--- src/rtl/stage_seq_pkg.sv ---
package stage_seq_pkg;

   localparam int NSTG = 4;
   localparam int LW   = 16;

   typedef logic [NSTG*LW-1:0] len_vec_t;

   function automatic int stage_len(input len_vec_t v, input int idx);
      return int'(v[idx*LW +: LW]);
   endfunction

   function automatic int stage_first(input len_vec_t v, input int idx);
      int acc;
      acc = 0;
      for (int k = 0; k < NSTG; k++) begin
         if (k < idx) acc += stage_len(v, k);
      end
      return acc;
   endfunction

   function automatic int stage_last(input len_vec_t v, input int idx);
      return stage_first(v, idx) + stage_len(v, idx) - 1;
   endfunction

   function automatic int loop_len(input len_vec_t v);
      return stage_first(v, NSTG);
   endfunction

endpackage

--- src/rtl/seq_counter.sv ---
module seq_counter #(
   parameter int LEN = 66,
   parameter int W   = 7
) (
   input  logic         clk,
   input  logic         rst,
   input  logic         adv,
   output logic [W-1:0] cnt,
   output logic         at_end
);

   initial begin
      assert (LEN > 1) else $error("seq_counter: LEN must exceed 1");
      assert ((1 << W) >= LEN) else $error("seq_counter: W too narrow");
   end

   assign at_end = (cnt == W'(LEN - 1));

   always_ff @(posedge clk) begin
      if (rst)
         cnt <= '0;
      else if (adv)
         cnt <= at_end ? '0 : cnt + W'(1);
   end

   assert_restart_R1: assert property (@(posedge clk) rst |=> cnt == '0);
   assert_range_R2:   assert property (@(posedge clk) disable iff (rst) cnt < W'(LEN));
   assert_wrap_R2:    assert property (@(posedge clk) disable iff (rst) (adv && at_end) |=> cnt == '0);
   assert_hold_R6:    assert property (@(posedge clk) disable iff (rst) !adv |=> $stable(cnt));

endmodule

--- src/rtl/stage_decode.sv ---
module stage_decode
   import stage_seq_pkg::*;
#(
   parameter len_vec_t LENS = '0,
   parameter int       W    = 7
) (
   input  logic            clk,
   input  logic            rst,
   input  logic            active,
   input  logic [W-1:0]    phase,
   output logic [NSTG-1:0] start,
   output logic [NSTG-1:0] latch
);

   for (genvar i = 0; i < NSTG; i++) begin : g_stage
      localparam int FIRST = stage_first(LENS, i);
      localparam int LAST  = stage_last(LENS, i);

      initial begin
         assert (stage_len(LENS, i) >= 1) else $error("stage_decode: empty stage");
      end

      assign start[i] = active && (phase == W'(FIRST));
      assign latch[i] = active && (phase == W'(LAST));

      if (i < NSTG - 1) begin : g_hand
         localparam int NEXT = stage_first(LENS, i + 1);
         assert_handoff_R8: assert property (@(posedge clk) disable iff (rst)
            latch[i] |=> phase == W'(NEXT));
      end
   end

   assert_start_single_R3: assert property (@(posedge clk) disable iff (rst) $onehot0(start));
   assert_latch_single_R4: assert property (@(posedge clk) disable iff (rst) $onehot0(latch));
   assert_quiet_R6:        assert property (@(posedge clk) !active |-> (start == '0 && latch == '0));

endmodule

--- src/rtl/iter_counter.sv ---
module iter_counter #(
   parameter int W = 16
) (
   input  logic         clk,
   input  logic         rst,
   input  logic         bump,
   output logic [W-1:0] count
);

   initial begin
      assert (W >= 1) else $error("iter_counter: W must be positive");
   end

   always_ff @(posedge clk) begin
      if (rst)
         count <= '0;
      else if (bump)
         count <= count + W'(1);
   end

   assert_iter_clear_R1: assert property (@(posedge clk) rst |=> count == '0);
   assert_iter_step_R7:  assert property (@(posedge clk) disable iff (rst)
      bump |=> count == $past(count) + W'(1));
   assert_iter_hold_R7:  assert property (@(posedge clk) disable iff (rst)
      !bump |=> $stable(count));

endmodule

--- src/rtl/loop_sequencer.sv ---
module loop_sequencer
   import stage_seq_pkg::*;
#(
   parameter int ACQ_LEN = 7,
   parameter int EST_LEN = 48,
   parameter int CMP_LEN = 7,
   parameter int SWT_LEN = 4,
   parameter int ITER_W  = 16
) (
   input  logic              clk,
   input  logic              rst,
   input  logic              run,
   output logic [NSTG-1:0]   stage_start,
   output logic [NSTG-1:0]   stage_latch,
   output logic              loop_done,
   output logic [ITER_W-1:0] iter_count
);

   localparam len_vec_t LENS = {LW'(SWT_LEN), LW'(CMP_LEN), LW'(EST_LEN), LW'(ACQ_LEN)};
   localparam int LOOP_LEN = loop_len(LENS);
   localparam int CNT_W    = $clog2(LOOP_LEN);

   initial begin
      assert (ACQ_LEN > 0 && EST_LEN > 0 && CMP_LEN > 0 && SWT_LEN > 0)
         else $error("loop_sequencer: stage lengths must be positive");
      assert (LOOP_LEN < (1 << LW)) else $error("loop_sequencer: loop too long");
   end

   logic [CNT_W-1:0] phase;
   logic             last_phase;
   logic             active;

   assign active    = run & ~rst;
   assign loop_done = active & last_phase;

   seq_counter #(.LEN(LOOP_LEN), .W(CNT_W)) u_cnt (
      .clk    (clk),
      .rst    (rst),
      .adv    (run),
      .cnt    (phase),
      .at_end (last_phase)
   );

   stage_decode #(.LENS(LENS), .W(CNT_W)) u_dec (
      .clk    (clk),
      .rst    (rst),
      .active (active),
      .phase  (phase),
      .start  (stage_start),
      .latch  (stage_latch)
   );

   iter_counter #(.W(ITER_W)) u_iter (
      .clk   (clk),
      .rst   (rst),
      .bump  (loop_done),
      .count (iter_count)
   );

   assert_done_with_last_R5: assert property (@(posedge clk) disable iff (rst)
      loop_done |-> stage_latch[NSTG-1]);
   assert_done_then_start_R5: assert property (@(posedge clk) disable iff (rst)
      (loop_done && run) |=> (!run || stage_start[0]));

endmodule

--- config.mk ---
export PLATFORM = sky130hd
export DESIGN_NAME = loop_sequencer
export DESIGN_NICKNAME = d
export VERILOG_FILES = /design/src/rtl/stage_seq_pkg.sv /design/src/rtl/seq_counter.sv /design/src/rtl/stage_decode.sv /design/src/rtl/iter_counter.sv /design/src/rtl/loop_sequencer.sv
export SDC_FILE = /design/constraint.sdc
export NUM_CORES = 1
export LEC_CHECK = 0
export BUFFER_PORTS_ARGS = -buffer_cell sky130_fd_sc_hd__buf_2
export CORE_UTILIZATION = 59
export CTS_BUF_LIST = sky130_fd_sc_hd__clkbuf_8
export DETAILED_ROUTE_END_ITERATION = 8
export MAX_ROUTING_LAYER = met4
export PLACE_DENSITY = 0.95
export SYNTH_ARGS = -nofsm -noshare
export SYNTH_HDL_FRONTEND = slang
export SYNTH_SLANG_ARGS = --single-unit
--- constraint.sdc ---
create_clock -name clk -period 4.9 [get_ports clk]
set_clock_uncertainty 0.2 [all_clocks]
set_input_delay 0.245 -clock clk [delete_from_list [all_inputs] [get_ports clk]]
set_output_delay 0.245 -clock clk [all_outputs]
set_load 0.01 [all_outputs]
==> results of run 1 <==
-- layout by cell type, fill, tap and decap left out --
cell / instances
nand4_1: 6
nor3_1: 5
dfxtp_1: 23
and2_1: 1
a21oi_1: 6
and4_1: 3
nand2b_1: 2
nand3_1: 5
o311ai_0: 3
clkinv_2: 1
nand2_1: 10
o31ai_1: 4
nor4b_1: 1
or3_1: 4
o41ai_1: 3
or4_1: 5
mux2i_1: 1
buf_2: 27
o21ai_0: 1
xnor2_1: 8
nor2_1: 16
and3_1: 2
or2_0: 1
nor2b_1: 1
nor4_1: 6
or4_4: 1
nand4b_1: 2
ha_1: 5
xor2_1: 5
inv_1: 5
clkbuf_8: 3
-- worst min-delay path: cells and delay by family --
kind / cells / cell delay (ns)
compound gates: 1 / 0.06
buf+inv: 1 / 0.17
simple gates: 1 / 0.09
-- Yosys cell counts, types with 2 or more instances --
library cell,number
nand2b_1,2
buf_2,3
nand3_1,5
ha_1,5
nor2_1,16
clkbuf_1,6
dfxtp_1,23
or4_1,5
and3_1,2
nand2_1,10
nor3_1,5
nor4_1,6
o311ai_0,3
inv_1,5
o31ai_1,4
o41ai_1,3
xnor2_1,8
a21oi_1,6
nand4b_1,2
buf_6,2
nand4_1,6
or3_1,4
and4_1,3
xor2_1,5
-- cells by family after synthesis --
group / Yosys count
compound gates: 17
xor+xnor: 13
fa+ha+maj: 5
buf+inv: 17
flops: 23
mux: 1
simple gates: 71
-- stage by stage --
stage	cells	instance area (um^2)	total power [mW]	utilization, %
finish	193	1390	0.330	70.9
global route	193	1390	0.341	70.9
CTS	193	1390	0.332	70.9
detailed placement	189	1350	0.212	68.6
global placement	189	1350	0.212	68.6
floorplan	147	1240	0.208	-
-- sequential cells by signal, indices dropped and copies added (netlist names) --
| register | count |
|---|---|
| u_iter.count | 16 |
| u_cnt.cnt | 7 |
-- final timing paths --
path                          from               end  slack (ns)  cells after the start
setup / recovery      u_cnt.cnt[2]  u_iter.count[13]        2.39                      4
hold / removal                 run      u_cnt.cnt[1]        0.14                      3
setup reg to reg      u_cnt.cnt[2]  u_iter.count[13]        2.39                      4
hold reg to reg   u_iter.count[15]  u_iter.count[15]        0.28                      1
-- power breakdown --
group	switching, mW	total [mW]	internal (mW)
sequential	0.00241	0.191	0.188
clock	0.0637	0.121	0.0569
combinational	0.0116	0.0181	0.00652
-- area by class of cell --
cell class	count	area [um^2]	share of cell area (%)
Timing Repair Buffer	27	135	9.71
Tap cell	27	33.8	2.43
Inverter	5	18.8	1.35
Sequential cell	23	460	33.1
Clock buffer	3	41.3	2.97
Multi-Input combinational cell	107	697	50.1
Clock inverter	1	5.00	0.360
-- layer usage --
metal,share of wire [%],vias up
met3,5.5,10
met1,43,529
li1,-,573
met4,2.8,0
met2,48,46
met5,0,-
==> impl_metrics.env, run 1 <==
export IMPL_status="completed"
export IMPL_avgSynthCellArea_um2=8.46
export IMPL_synthMuxAreaShare_pct=0.805
export IMPL_synth_xor_area_share_pct=9.15
export IMPL_critical_path_class="reg2reg"
export IMPL_p_per_area_mw_per_mm2=237
export IMPL_synth_nets=155
export IMPL_antenna_cells=0
export IMPL_dieArea_mm2=0.00230
export IMPL_drt_wirelength_per_cell_um=14.0
export IMPL_required_ns=4.90
export IMPL_finalHoldViolations=0
export IMPL_syn_to_final_growth_pct=11.9
export IMPL_wirelength_um=2710
export IMPL_synthCells=147
export IMPL_setup_viol=0
export IMPL_synth_edf_count=0
export IMPL_vias_per_cell=6.00
export IMPL_yosysUniqueCellTypes=32
export IMPL_maxCapViolCount=0
export IMPL_cts_root_buf="clkbuf_8"
export IMPL_core_area_mm2=0.00196
export IMPL_worst_hold_slack_ns=0.145
export IMPL_met3_usage_pct=4.91
export IMPL_grt_pass1_wl_um=3940
export IMPL_vias=1158
export IMPL_drt_iter0_drc=28
export IMPL_grt_pass1_vias=956
export IMPL_path_delay_family="simple AND/OR/NAND/NOR gates"
export IMPL_firstDrtPassIters=4
export IMPL_grt_max_degree=25
export IMPL_ctsResizeCount=0
export IMPL_fmax_ghz=0.399
export IMPL_ys_top_cells_by_area="dfxtp_1, xnor2_1, ha_1"
export IMPL_min_path_type="in2reg"
export IMPL_critical_path_cell_chain="or4_4 > or2_0 > or4_1 > a21oi_1"
export IMPL_synthFlopType="dfxtp_1"
export IMPL_globalRouteTotalUtil_pct=25.3
export IMPL_nFillCells=165
export IMPL_synth_seq_cells=23
export IMPL_hpwl_um=1930
export IMPL_post_cts_buffers=0
export IMPL_crit_path_max_fanout=16
export IMPL_cts_buffer_depth=2
export IMPL_synth_warnings=0
export IMPL_finalCritPeriodShare_pct=51.2
export IMPL_ant_nets=0
export IMPL_clkLatencyLatePin_ns=0.27
export IMPL_place_congestion=0.797
export IMPL_path_buf_inv=0
export IMPL_rsz0062_at_grt="false"
export IMPL_use_met2_pct=39.5
export IMPL_layout_drive_gt1_share_pct=19.3
export IMPL_dp_slack_ns=2.42
export IMPL_portBuffers=27
export IMPL_yosysSeqAreaShare_pct=37.0
export IMPL_ioPinCount=28
export IMPL_overflow=0
export IMPL_cp_start_kind="flip-flop"
export IMPL_worst_path_largest_cell_delay_ns=0.60
export IMPL_die_x_um=47.9
export IMPL_max_slew_worst_pin_slew_ns=0.690
export IMPL_layout_setup_ws_ns=2.39
export IMPL_crit_slowest_cell="or4_4"
export IMPL_htree_levels=1
export IMPL_critical_path_endpoint_type="flip-flop"
export IMPL_start_util_pct=63.4
export IMPL_maxSlewHeadroom_pct=54.0
export IMPL_p_leak_nw=0.538
export IMPL_min_period_ns=2.51
export IMPL_numCtsBuffers=3
export IMPL_synth_top_family_by_area="simple AND/OR/NAND/NOR gates"
export IMPL_num_rows=16
export IMPL_tns_ns=0
export IMPL_clkTransAtPathRegs_ns=0.08
export IMPL_synthAdderAreaFrac_pct=5.03
export IMPL_use_met1_pct=30.8
export IMPL_syn_cell_area_mm2=0.00124
export IMPL_clock_sinks=23
export IMPL_synth_async_sr_flop_share_pct=0
export IMPL_antenna_found_initial=0
export IMPL_synth_compound_area_share_pct=9.46
export IMPL_irDropWorstVdd_v=0.000205
export IMPL_synth_simple_area_share_pct=31.6
export IMPL_final_max_slew_violation_count=0
export IMPL_dieHeight_um=47.9
export IMPL_worstPathArrival_ns=2.51
export IMPL_cts_hold_buffers_added=0
export IMPL_cts_tree="built"
export IMPL_fin_nets=175
export IMPL_netlist_area_leader_share_pct=37.0
export IMPL_route_detailed_drc=0
export IMPL_top_usage_layer="met2"
export IMPL_synth_largest_area_cell="dfxtp_1"
(Power assumes the default switching activity.)
==> run 2, diff against run 1 <==
CORE_UTILIZATION = 55   (was 59)
PLACE_DENSITY = 0.91   (was 0.95)
clock period = 2.59 ns   (was 4.9 ns; I/O delays follow)
==> run 2 against run 1 <==
  * Final area grew 0.45%
  * Worst setup slack lost 2.2 ns
  * Clock-buffer cell count is the same
  * First-iteration DRC count shrank 21%
  * Register-to-register slack lost 2.2 ns
  * Critical path depth is the same
==> impl_metrics.env, run 2 (synthesis results as in run 1) <==
export IMPL_grt_max_degree=25
export IMPL_mostFrequentLayoutCells="buf_2, dfxtp_1, nor2_1"
export IMPL_place_congestion=0.870
export IMPL_worstPathArrival_ns=2.38
export IMPL_worst_hold_slack_ns=0.0139
export IMPL_setup_viol=0
export IMPL_num_rows=16
export IMPL_dp_cells=190
export IMPL_hpwl_um=1930
export IMPL_cp_start_kind="flip-flop"
export IMPL_finalHoldViolations=0
export IMPL_die_x_um=49.6
export IMPL_crit_reg2reg_launch="u_cnt.cnt[3]"
export IMPL_route_detailed_drc=0
export IMPL_r2r_slack_ns=0.20
export IMPL_power_mw=0.610
export IMPL_critical_path_endpoint_type="flip-flop"
export IMPL_dieArea_mm2=0.00246
export IMPL_firstDrtPassIters=5
export IMPL_cts_tree="built"
export IMPL_irDropWorstVdd_v=0.000420
export IMPL_fin_nets=176
export IMPL_p_leak_nw=0.545
export IMPL_clkTransAtPathRegs_ns=0.08
export IMPL_clock_sinks=23
export IMPL_nFillCells=168
export IMPL_portBuffers=27
export IMPL_rsz0062_at_grt="false"
export IMPL_status="completed"
export IMPL_dpl_instance_area_mm2=0.00135
export IMPL_numCtsBuffers=3
export IMPL_min_period_ns=2.39
export IMPL_endpoint="u_iter.count[12]"
export IMPL_maxCapViolCount=0
export IMPL_largestRegisters="u_iter.count x16, u_cnt.cnt x7"
export IMPL_regMostFlops="u_iter.count"
export IMPL_max_slew_worst_pin_slew_ns=0.495
export IMPL_drt_wirelength_per_cell_um=13.9
export IMPL_p_per_area_mw_per_mm2=436
export IMPL_clkLatencyLatePin_ns=0.26
export IMPL_maxSlewHeadroom_pct=66.7
export IMPL_vias_per_cell=5.92
export IMPL_final_common_cell="buf_2"
export IMPL_reg2reg_depth=4
export IMPL_vias=1149
export IMPL_grt_pass1_wl_um=4660
export IMPL_dp_slack_ns=0.135
export IMPL_fmax_ghz=0.419
export IMPL_critical_path_class="reg2reg"
export IMPL_antenna_cells=0
export IMPL_ioPinCount=28
export IMPL_crit_path_max_fanout=16
export IMPL_layout_setup_ws_ns=0.202
export IMPL_largest_reg_flops=16
export IMPL_final_max_slew_violation_count=0
export IMPL_post_cts_buffers=0
export IMPL_drt_iter0_drc=22
export IMPL_layout_drive_gt1_share_pct=19.2
export IMPL_crit_start="u_cnt.cnt[3]"
export IMPL_min_path_type="in2reg"
export IMPL_antenna_found_initial=0
export IMPL_dieHeight_um=49.6
export IMPL_holdCritStartpoint="run"
export IMPL_tns_ns=0
export IMPL_globalRouteTotalUtil_pct=25.1
export IMPL_worstReg2RegEnd="u_iter.count[12]"
export IMPL_start_util_pct=60.9
export IMPL_grt_pass1_vias=1091
export IMPL_finalNonFillerCells=194
export IMPL_required_ns=2.58
export IMPL_utilization_pct=68.4
export IMPL_core_area_mm2=0.00204
export IMPL_finalCritPeriodShare_pct=92.2
export IMPL_ant_nets=0
export IMPL_cts_buffer_depth=2
export IMPL_cts_root_buf="clkbuf_8"
export IMPL_wirelength_um=2700
export IMPL_htree_levels=1
export IMPL_overflow=0
export IMPL_syn_to_final_growth_pct=12.4
export IMPL_stdcell_area_mm2=0.00140
[run 2: power breakdown]
| group | switching [mW] | internal, mW | total [mW] |
|---|---|---|---|
| sequential | 0.00395 | 0.356 | 0.360 |
| clock | 0.110 | 0.106 | 0.216 |
| combinational | 0.0210 | 0.0126 | 0.0336 |
[run 2: final cells by class]
class / instances / area (um^2) / share of cell area, %
multi-input combinational: 107 / 697 / 49.9
sequential: 23 / 460 / 32.9
clock inverter: 1 / 3.75 / 0.269
timing repair buffer: 28 / 143 / 10.2
clock buffer: 3 / 41.3 / 2.95
inverter: 5 / 18.8 / 1.34
tap: 27 / 33.8 / 2.42
[run 2: how the worst min path moves through the flow]
| stage | to | slack (ns) | cells after the start |
|---|---|---|---|
| global route | u_cnt.cnt[1] | 0.06 | 3 |
| CTS | u_cnt.cnt[1] | 0.009 | 3 |
| floorplan | u_iter.count[9] | 0.15 | 3 |
| detailed placement | u_iter.count[15] | 0.27 | 1 |
| finish | u_cnt.cnt[1] | 0.01 | 3 |
| global placement | u_iter.count[15] | 0.25 | 1 |
[run 2: worst max-delay path, cell delays in order, from the launching register on]
cell and delay, ns:
dfxtp_1 0.40, or4_4 0.58, or2_1 0.42, or4_1 0.56, a21oi_1 0.16
[run 2: repair_timing]
item | CTS | global route
endpoints found under the setup margin | 0 | 2
gates resized for setup | 0 | 1
hold buffers | 0 | 0
[run 2: layer usage]
| layer | routed length (um) | part of all wire (%) | vias to the layer above | global-route usage, % |
|---|---|---|---|---|
| li1 | - | - | 572 | - |
| met1 | 1150 | 42 | 544 | 24.7 |
| met2 | 1410 | 52 | 27 | 47.3 |
| met3 | 111 | 4.1 | 6 | 6.79 |
| met4 | 37 | 1.4 | 0 | 7.62 |
| met5 | 0 | 0 | - | - |
